## src/rtl/xw_pkg.sv

```systemverilog
// Shared constants and types for the two-level walker.
// Assumes 32-bit virtual addresses, 4 KiB pages and 1024-entry levels.
package xw_pkg;
    localparam int PAGE_SHIFT = 12;
    localparam int IDX_W      = 10;
    localparam int VPN_W      = 32 - PAGE_SHIFT;
    localparam int BIT_RD     = 31;
    localparam int BIT_WR     = 30;
    localparam int BIT_NS     = 29;
    localparam int BIT_NEXT   = 28;

    typedef enum logic [2:0] {
        ST_IDLE,
        ST_DIR_REQ,
        ST_DIR_WAIT,
        ST_TBL_REQ,
        ST_TBL_WAIT,
        ST_DONE
    } xw_state_e;

    typedef struct packed {
        logic rd;
        logic wr;
        logic ns;
    } xw_attr_t;
endpackage

```

## src/rtl/xw_base_table.sv

```systemverilog
// Per-identifier directory base store, loaded by a select write followed
// by a data write. Assumes a data write refers to the latest selection.
module xw_base_table #(
    parameter int ASID_W = 7,
    parameter int FN_W   = 22
) (
    input  logic              clk,
    input  logic              rst_n,
    input  logic              cfg_wr,
    input  logic              cfg_sel_data,
    input  logic [31:0]       cfg_wdata,
    input  logic [ASID_W-1:0] lk_asid,
    output logic [FN_W-1:0]   lk_base,
    output logic              lk_valid
);
    localparam int NUM_ASID = 1 << ASID_W;

    logic [ASID_W-1:0]   sel_q;
    logic [FN_W-1:0]     base_mem [NUM_ASID];
    logic [NUM_ASID-1:0] valid_q;

    // Latch the selected identifier on a select write.
    always_ff @(posedge clk) begin
        if (!rst_n)
            sel_q <= '0;
        else if (cfg_wr && !cfg_sel_data)
            sel_q <= cfg_wdata[ASID_W-1:0];
    end

    // Store the masked directory frame for the selected identifier.
    always_ff @(posedge clk) begin
        if (!rst_n) begin
            valid_q <= '0;
            for (int i = 0; i < NUM_ASID; i++)
                base_mem[i] <= '0;
        end else if (cfg_wr && cfg_sel_data) begin
            base_mem[sel_q] <= cfg_wdata[FN_W-1:0];
            valid_q[sel_q]  <= 1'b1;
        end
    end

    // Lookup port for the walker.
    always_comb begin
        lk_base  = base_mem[lk_asid];
        lk_valid = valid_q[lk_asid];
    end

    AST_SEL_HOLD: assert property (@(posedge clk) disable iff (!rst_n)
        (cfg_wr && cfg_sel_data) |=> $stable(sel_q));
    AST_DATA_SETS_VALID: assert property (@(posedge clk) disable iff (!rst_n)
        (cfg_wr && cfg_sel_data) |=> valid_q[$past(sel_q)]);
endmodule

```

## src/rtl/xw_entry_decode.sv

```systemverilog
// Decodes one 32-bit directory or table entry into its fields.
// Assumes the frame field fits below the next-level flag (FN_W <= 28).
module xw_entry_decode
    import xw_pkg::*;
#(
    parameter int FN_W = 22
) (
    input  logic [31:0]     entry,
    output logic            is_zero,
    output logic            has_next,
    output xw_attr_t        attr,
    output logic [FN_W-1:0] frame
);
    // Split the entry word into flags, attributes and masked frame.
    always_comb begin
        is_zero  = (entry == 32'd0);
        has_next = entry[BIT_NEXT];
        attr.rd  = entry[BIT_RD];
        attr.wr  = entry[BIT_WR];
        attr.ns  = entry[BIT_NS];
        frame    = entry[FN_W-1:0];
    end

    always_comb begin
        AST_FRAME_FITS: assert (FN_W <= BIT_NEXT);
    end
endmodule

```

## src/rtl/xw_walk_fsm.sv

```systemverilog
// Sequencer for a single walk: directory read, table read, decode checks
// and result. Assumes memory returns exactly one response per request.
module xw_walk_fsm
    import xw_pkg::*;
#(
    parameter int FN_W = 22,
    localparam int PA_W = FN_W + PAGE_SHIFT
) (
    input  logic             clk,
    input  logic             rst_n,
    input  logic             req_valid,
    input  logic [VPN_W-1:0] req_vpn,
    input  logic             req_write,
    input  logic             base_valid,
    input  logic [FN_W-1:0]  base_frame,
    output logic             busy,
    output logic             mem_req_valid,
    output logic [PA_W-1:0]  mem_req_addr,
    input  logic             mem_resp_valid,
    input  logic             dec_zero,
    input  logic             dec_next,
    input  xw_attr_t         dec_attr,
    input  logic [FN_W-1:0]  dec_frame,
    output logic             rsp_valid,
    output logic [FN_W-1:0]  rsp_frame,
    output xw_attr_t         rsp_attr,
    output logic             rsp_fault,
    output logic             rsp_perm
);
    xw_state_e        state;
    logic [VPN_W-1:0] vpn_q;
    logic             wr_q;
    logic [FN_W-1:0]  lvl_base_q;
    logic [FN_W-1:0]  frame_q;
    xw_attr_t         attr_q;
    logic             fault_q;
    logic             perm_q;
    logic [IDX_W-1:0] idx;
    logic             perm_ok;

    // Pick the index for the level being read and whether access is allowed.
    always_comb begin
        idx     = (state == ST_TBL_REQ) ? vpn_q[IDX_W-1:0] : vpn_q[VPN_W-1:IDX_W];
        perm_ok = wr_q ? dec_attr.wr : dec_attr.rd;
    end

    // Walk sequencing and result capture.
    always_ff @(posedge clk) begin
        if (!rst_n) begin
            state      <= ST_IDLE;
            vpn_q      <= '0;
            wr_q       <= 1'b0;
            lvl_base_q <= '0;
            frame_q    <= '0;
            attr_q     <= '0;
            fault_q    <= 1'b0;
            perm_q     <= 1'b0;
        end else begin
            case (state)
                ST_IDLE: begin
                    if (req_valid) begin
                        vpn_q      <= req_vpn;
                        wr_q       <= req_write;
                        lvl_base_q <= base_frame;
                        frame_q    <= '0;
                        attr_q     <= '0;
                        perm_q     <= 1'b0;
                        fault_q    <= !base_valid;
                        state      <= base_valid ? ST_DIR_REQ : ST_DONE;
                    end
                end
                ST_DIR_REQ: state <= ST_DIR_WAIT;
                ST_DIR_WAIT: begin
                    if (mem_resp_valid) begin
                        if (dec_zero || !dec_next) begin
                            fault_q <= 1'b1;
                            state   <= ST_DONE;
                        end else begin
                            lvl_base_q <= dec_frame;
                            state      <= ST_TBL_REQ;
                        end
                    end
                end
                ST_TBL_REQ: state <= ST_TBL_WAIT;
                ST_TBL_WAIT: begin
                    if (mem_resp_valid) begin
                        if (dec_zero) begin
                            fault_q <= 1'b1;
                        end else if (!perm_ok) begin
                            fault_q <= 1'b1;
                            perm_q  <= 1'b1;
                        end else begin
                            frame_q <= dec_frame;
                            attr_q  <= dec_attr;
                        end
                        state <= ST_DONE;
                    end
                end
                ST_DONE: state <= ST_IDLE;
                default: state <= ST_IDLE;
            endcase
        end
    end

    // Drive the memory port and the result outputs from state.
    always_comb begin
        busy          = (state != ST_IDLE);
        mem_req_valid = (state == ST_DIR_REQ) || (state == ST_TBL_REQ);
        mem_req_addr  = {lvl_base_q, idx, 2'b00};
        rsp_valid     = (state == ST_DONE);
        rsp_frame     = frame_q;
        rsp_attr      = attr_q;
        rsp_fault     = fault_q;
        rsp_perm      = perm_q;
    end

    AST_RSP_PULSE: assert property (@(posedge clk) disable iff (!rst_n)
        rsp_valid |=> !rsp_valid);
    AST_REQ_PULSE: assert property (@(posedge clk) disable iff (!rst_n)
        mem_req_valid |=> !mem_req_valid);
    AST_IDLE_QUIET: assert property (@(posedge clk) disable iff (!rst_n)
        !busy |-> (!mem_req_valid && !rsp_valid));
    AST_BUSY_START: assert property (@(posedge clk) disable iff (!rst_n)
        $rose(busy) |-> $past(req_valid));
    AST_FAULT_CLEAN: assert property (@(posedge clk) disable iff (!rst_n)
        (rsp_valid && rsp_fault) |-> (rsp_frame == '0 && rsp_attr == '0));
    AST_PERM_IS_FAULT: assert property (@(posedge clk) disable iff (!rst_n)
        (rsp_valid && rsp_perm) |-> rsp_fault);
endmodule

```

## src/rtl/xlat_walker.sv

```systemverilog
// Two-level page table walker top: base store, entry decoder, sequencer.
// Assumes one walk at a time and a memory port with one read in flight.
module xlat_walker
    import xw_pkg::*;
#(
    parameter int ASID_W  = 7,
    parameter int PA_BITS = 34,
    localparam int FN_W   = PA_BITS - PAGE_SHIFT
) (
    input  logic               clk,
    input  logic               rst_n,
    input  logic               cfg_wr,
    input  logic               cfg_sel_data,
    input  logic [31:0]        cfg_wdata,
    input  logic               req_valid,
    input  logic [ASID_W-1:0]  req_asid,
    input  logic [31:0]        req_va,
    input  logic               req_write,
    output logic               busy,
    output logic               mem_req_valid,
    output logic [PA_BITS-1:0] mem_req_addr,
    input  logic               mem_resp_valid,
    input  logic [31:0]        mem_resp_data,
    output logic               rsp_valid,
    output logic [FN_W-1:0]    rsp_frame,
    output logic               rsp_rd,
    output logic               rsp_wr,
    output logic               rsp_ns,
    output logic               rsp_fault,
    output logic               rsp_perm
);
    logic [FN_W-1:0] base_frame;
    logic            base_valid;
    logic            dec_zero;
    logic            dec_next;
    xw_attr_t        dec_attr;
    logic [FN_W-1:0] dec_frame;
    xw_attr_t        out_attr;

    xw_base_table #(.ASID_W(ASID_W), .FN_W(FN_W)) u_base (
        .clk          (clk),
        .rst_n        (rst_n),
        .cfg_wr       (cfg_wr),
        .cfg_sel_data (cfg_sel_data),
        .cfg_wdata    (cfg_wdata),
        .lk_asid      (req_asid),
        .lk_base      (base_frame),
        .lk_valid     (base_valid)
    );

    xw_entry_decode #(.FN_W(FN_W)) u_dec (
        .entry    (mem_resp_data),
        .is_zero  (dec_zero),
        .has_next (dec_next),
        .attr     (dec_attr),
        .frame    (dec_frame)
    );

    xw_walk_fsm #(.FN_W(FN_W)) u_fsm (
        .clk            (clk),
        .rst_n          (rst_n),
        .req_valid      (req_valid),
        .req_vpn        (req_va[31:PAGE_SHIFT]),
        .req_write      (req_write),
        .base_valid     (base_valid),
        .base_frame     (base_frame),
        .busy           (busy),
        .mem_req_valid  (mem_req_valid),
        .mem_req_addr   (mem_req_addr),
        .mem_resp_valid (mem_resp_valid),
        .dec_zero       (dec_zero),
        .dec_next       (dec_next),
        .dec_attr       (dec_attr),
        .dec_frame      (dec_frame),
        .rsp_valid      (rsp_valid),
        .rsp_frame      (rsp_frame),
        .rsp_attr       (out_attr),
        .rsp_fault      (rsp_fault),
        .rsp_perm       (rsp_perm)
    );

    // Flatten the attribute struct onto plain ports.
    always_comb begin
        rsp_rd = out_attr.rd;
        rsp_wr = out_attr.wr;
        rsp_ns = out_attr.ns;
    end

    AST_NO_REQ_IN_RESET: assert property (@(posedge clk)
        !rst_n |=> (!busy && !mem_req_valid && !rsp_valid));
endmodule

```

## config.mk

```make
export PLATFORM = sky130hd
export DESIGN_NAME = xlat_walker
export DESIGN_NICKNAME = d
export VERILOG_FILES = /design/src/rtl/xw_pkg.sv /design/src/rtl/xw_base_table.sv /design/src/rtl/xw_entry_decode.sv /design/src/rtl/xw_walk_fsm.sv /design/src/rtl/xlat_walker.sv
export SDC_FILE = /design/constraint.sdc
export NUM_CORES = 2
export LEC_CHECK = 0
export BUFFER_PORTS_ARGS = -buffer_cell sky130_fd_sc_hd__buf_2
export CAP_MARGIN = 0
export CORE_MARGIN = 1.5
export CORE_UTILIZATION = 50
export CTS_CLUSTER_DIAMETER = 40
export CTS_CLUSTER_SIZE = 14
export DETAILED_ROUTE_END_ITERATION = 8
export GPL_ROUTABILITY_DRIVEN = 0
export GPL_TIMING_DRIVEN = 0
export PLACE_DENSITY_LB_ADDON = 0.08
export SLEW_MARGIN = 20
export SYNTH_ARGS = -nofsm -noshare
export SYNTH_HDL_FRONTEND = slang
export SYNTH_SLANG_ARGS = --single-unit
```

## constraint.sdc

```tcl
create_clock -name clk -period 4.01 [get_ports clk]
set_input_delay 0.401 -clock clk [delete_from_list [all_inputs] [get_ports clk]]
set_output_delay 0.401 -clock clk [all_outputs]
set_load 0.03 [all_outputs]
```

==> metrics.cfg <==
[sta]
worst_clock_skew_ns = 0.05596
rsz0062_at_grt = false
finalSetupViolCount = 72
slew_headroom = 0.1270
timing_max_transition_violations_final = 0
hold_viol_final = 0
max_slew.worst_pin.slew_ns = 1.296
worst_hold_slack_ns = 0.03406
period_minus_slack_ns = 4.390
setup_ws_ns = -0.3798
timing.final.crit_share = 1.095
max_clock_freq_mhz = 227.8

[power_and_ir_drop]
power_per_cell_area_nw_per_um2 = 512.2
power.ir.vdd_worst_mv = 0.4111
total_leakage_power_nw = 60.69

[floorplanning]
fp.dieArea_um2 = 274600
placeableCoreArea_um2 = 270300
start_util = 0.5022
dieHeight_um = 524.0
io_pins = 174
die_x_um = 524.0
num_rows = 191

[worst_setup_path]
worst-path-stages = 12
critPathTopFamily = buffers and inverters
cp_slowest_stage_delay_ns = 1.02
cp.required_ns = 4.89
worst-r2r-cell-count = 6
worst_setup_path_startpoint = req_asid[3]
path_class = primary input to flip-flop
worstPathArrival_ns = 5.27
critPathLaunchType = primary input
critical_path.slowest_cell = o21ai_0
cpMostUsedCell = buf_2
worst_r2r_startpoint = u_base.sel_q[3]$_SDFFE_PN0P_
critPathMaxFanout = 10
r2r_slack_ns = -0.11
crit_path_end = u_fsm.lvl_base_q[1]$_SDFFE_PN0P_
worstPathCellList = buf_2 > buf_2 > buf_2 > buf_2 > nor2_2 > buf_6 > clkbuf_1 > a22oi_1 > a21oi_1 > o21ai_0 > o311a_1 > o31ai_1
path_buf_inv = 6
cp-end-kind = flip-flop
reg2reg_to = u_base.base_mem[8][14]$_SDFFCE_PN0P_

[logic_synthesis]
ys_seq_area_frac = 0.6537
postSynth.asyncResetShare = 0
postSynthRegisterBits = 3024
post-synth-top-area-cell = edfxtp_1
synth_flop_cell = edfxtp_1
leading_post_synthesis_cells_by_cell_area = edfxtp_1 (62%), and2_1 (13%), mux4_2 (12%)
count_of_flip_flops_with_a_built_in_enable_after_synthesis = 2816
synth_top_area_share = 0.6230
synth.avg_cell_area_um2 = 15.23
yosys_warnings = 0
synthCells = 8913
synth.cell_area_um2 = 135700
yosys.cell_types.count = 53

[cells_and_area]
syn2layout_area_growth_pct = 20.33
final_cell_count_no_fill = 13760
final_nets = 9834
stdcell_area_um2 = 163300
layout.area.seq_um2 = 88730
number_of_inserted_filler_cells_in_the_final_layout = 20343
multiInputGateArea_um2 = 44470
drive_gt1_frac = 0.2226

[drt]
drtPass1Iterations = 9
drt-initial-drc-count = 13620
drt-vias-per-instance = 6.422
avgRoutedWirePerCell_um = 38.69
post-route-drc-count = 1
postRouteAntennaNets = 0
via_count = 88368
drt_wl_total_um = 532400

[cts]
cts_sinks = 3024
clock_tree_root_buffer_cell = clkbuf_16
cts.htree.levels = 5
cts-root-to-sink-buffers = 4
path_clk_slew_ns = 0.06
numCtsBuffers = 466
later_pin_clock_latency_in_the_skew_report_ns = 1.02
tritoncts = yes

[hold_path]
hold_path.class = primary input to flip-flop
worst_hold_path.num_cells = 2

[placed_design]
detailed_place.area_um2 = 146600
portBuffers = 122
hpwl_um = 389700
post-place-ws_ns = -1.155
dp.cells = 12768

[grt]
grt_use_total = 0.3865
global_route.overflow_total = 0
grt_antenna_before_repair = 60
first_global_vias = 84978
grt_first_pass_wirelength_um = 712200
grt_start_max_net_pins = 21

[outcome]
status = complete, but fails checks
violated_checks = design-rule violations, negative setup slack

[flow_run]
timing.max_cap.violations = 0

-- worst reg2reg max path: stages (launching register included) --
cell and delay, ns:
dfxtp_1 0.63, nor2b_1 0.62, nand2_1 0.48, clkbuf_1 0.60, nor2_1 0.74, clkbuf_1 0.67
and2_1 0.23
-- layout make-up --
class	count	area share
flip-flops and latches	3024	0.5433
multi-input cells	4961	0.2723
clock buffers	526	0.07470
repair buffers	343	0.03313
well taps	3570	0.02735
plain buffers	922	0.02531
clock inverters	353	0.02299
diodes	55	0.0008427
inverters	6	0.0001379
-- cells in the mapped netlist (all sizes together), types with 44 or more instances --
cell	n
buf	196
clkbuf	727
mux2i	167
a22oi	132
o21ai	159
mux4	724
o22ai	129
dfxtp	208
edfxtp	2816
nand3	44
a21oi	119
nor2	164
a21o	128
nand2	147
and2	2825
-- worst min path at each step --
stage,from,end,slack [ns]
after floorplan,u_base.valid_q[44]$_SDFFE_PN0P_,u_base.valid_q[44]$_SDFFE_PN0P_,0.42
after global placement,u_base.valid_q[45]$_SDFFE_PN0P_,u_base.valid_q[45]$_SDFFE_PN0P_,0.43
after detailed placement,u_base.valid_q[31]$_SDFFE_PN0P_,u_base.valid_q[31]$_SDFFE_PN0P_,0.44
after CTS,cfg_wdata[6],u_base.base_mem[5][6]$_SDFFCE_PN0P_,0.03
after global routing,cfg_wdata[6],u_base.base_mem[6][6]$_SDFFCE_PN0P_,0.05
final,cfg_wdata[6],u_base.base_mem[5][6]$_SDFFCE_PN0P_,0.03
-- placed cells by master, fill, tap and decap left out, drive strengths merged, types with 9 or more instances in the layout --
cell         Yosys  layout
a21oi          119     119
bufinv           0      44
dfxtp          208     208
nand2b           9       9
nand3           44      44
clkinvlp         0      72
mux2i          167     167
dlygate4sd3      0      59
nor2           164     164
o22ai          129     129
edfxtp        2816    2816
and2          2825    2825
clkinv           0     168
buf            196     479
a22oi          132     132
o221ai          19      19
mux2            38      38
nand4           10      10
a21o           128     128
nand2          147     147
clkbuf         727    1252
o21ai          159     159
o311a           16      16
nor2b           18      18
nor4            32      32
diode            0      55
inv              6      75
o31ai           20      20
mux4           724     724
-- per-stage QoR --
stage | TNS (ns) | utilization | power [mW]
after floorplan | 0 | - | 39.28
after global placement | - | 0.5210 | 42.21
after detailed placement | -759.37 | 0.5424 | 42.76
after CTS | 0 | 0.6036 | 83.26
after global routing | 0 | 0.6038 | 84.92
final | -5.681 | 0.6042 | 83.65
-- sequential cells by signal, indices dropped and copies added (netlist names), 3 cells and up --
register          count
u_base.base_mem    2816
u_base.valid_q      128
u_fsm.lvl_base_q     22
u_fsm.rsp_frame      22
u_fsm.vpn_q          20
u_base.sel_q          7
u_fsm.rsp_attr        3
u_fsm.state           3
-- timing repair --
action | CTS | global route
resized for setup | 2 | 11
hold endpoints to repair | 112 | 0
setup endpoints to repair | 6 | 62
hold buffers | 59 | 0
setup buffers | 0 | 0
-- power breakdown --
group / internal, mW / total, mW / switching (mW)
registers: 35.4 / 35.8 / 0.398
logic: 2.09 / 6.61 / 4.52
clock network: 25.0 / 41.2 / 16.2
-- per-layer routing --
| layer | GRT usage | wire, um |
|---|---|---|
| met5 | 0 | 167 |
| met4 | 0.2702 | 42310 |
| met3 | 0.1165 | 67440 |
| met2 | 0.5636 | 233900 |
| met1 | 0.4964 | 188600 |
-- cells by family after synthesis --
family	after synthesis	synth area share
other cells	1	0.00002763
mux	929	0.1356
compound gates	754	0.03609
flops	3024	0.6537
simple gates	3276	0.1450
buf+inv	929	0.02959
(Power assumes the default switching activity.)
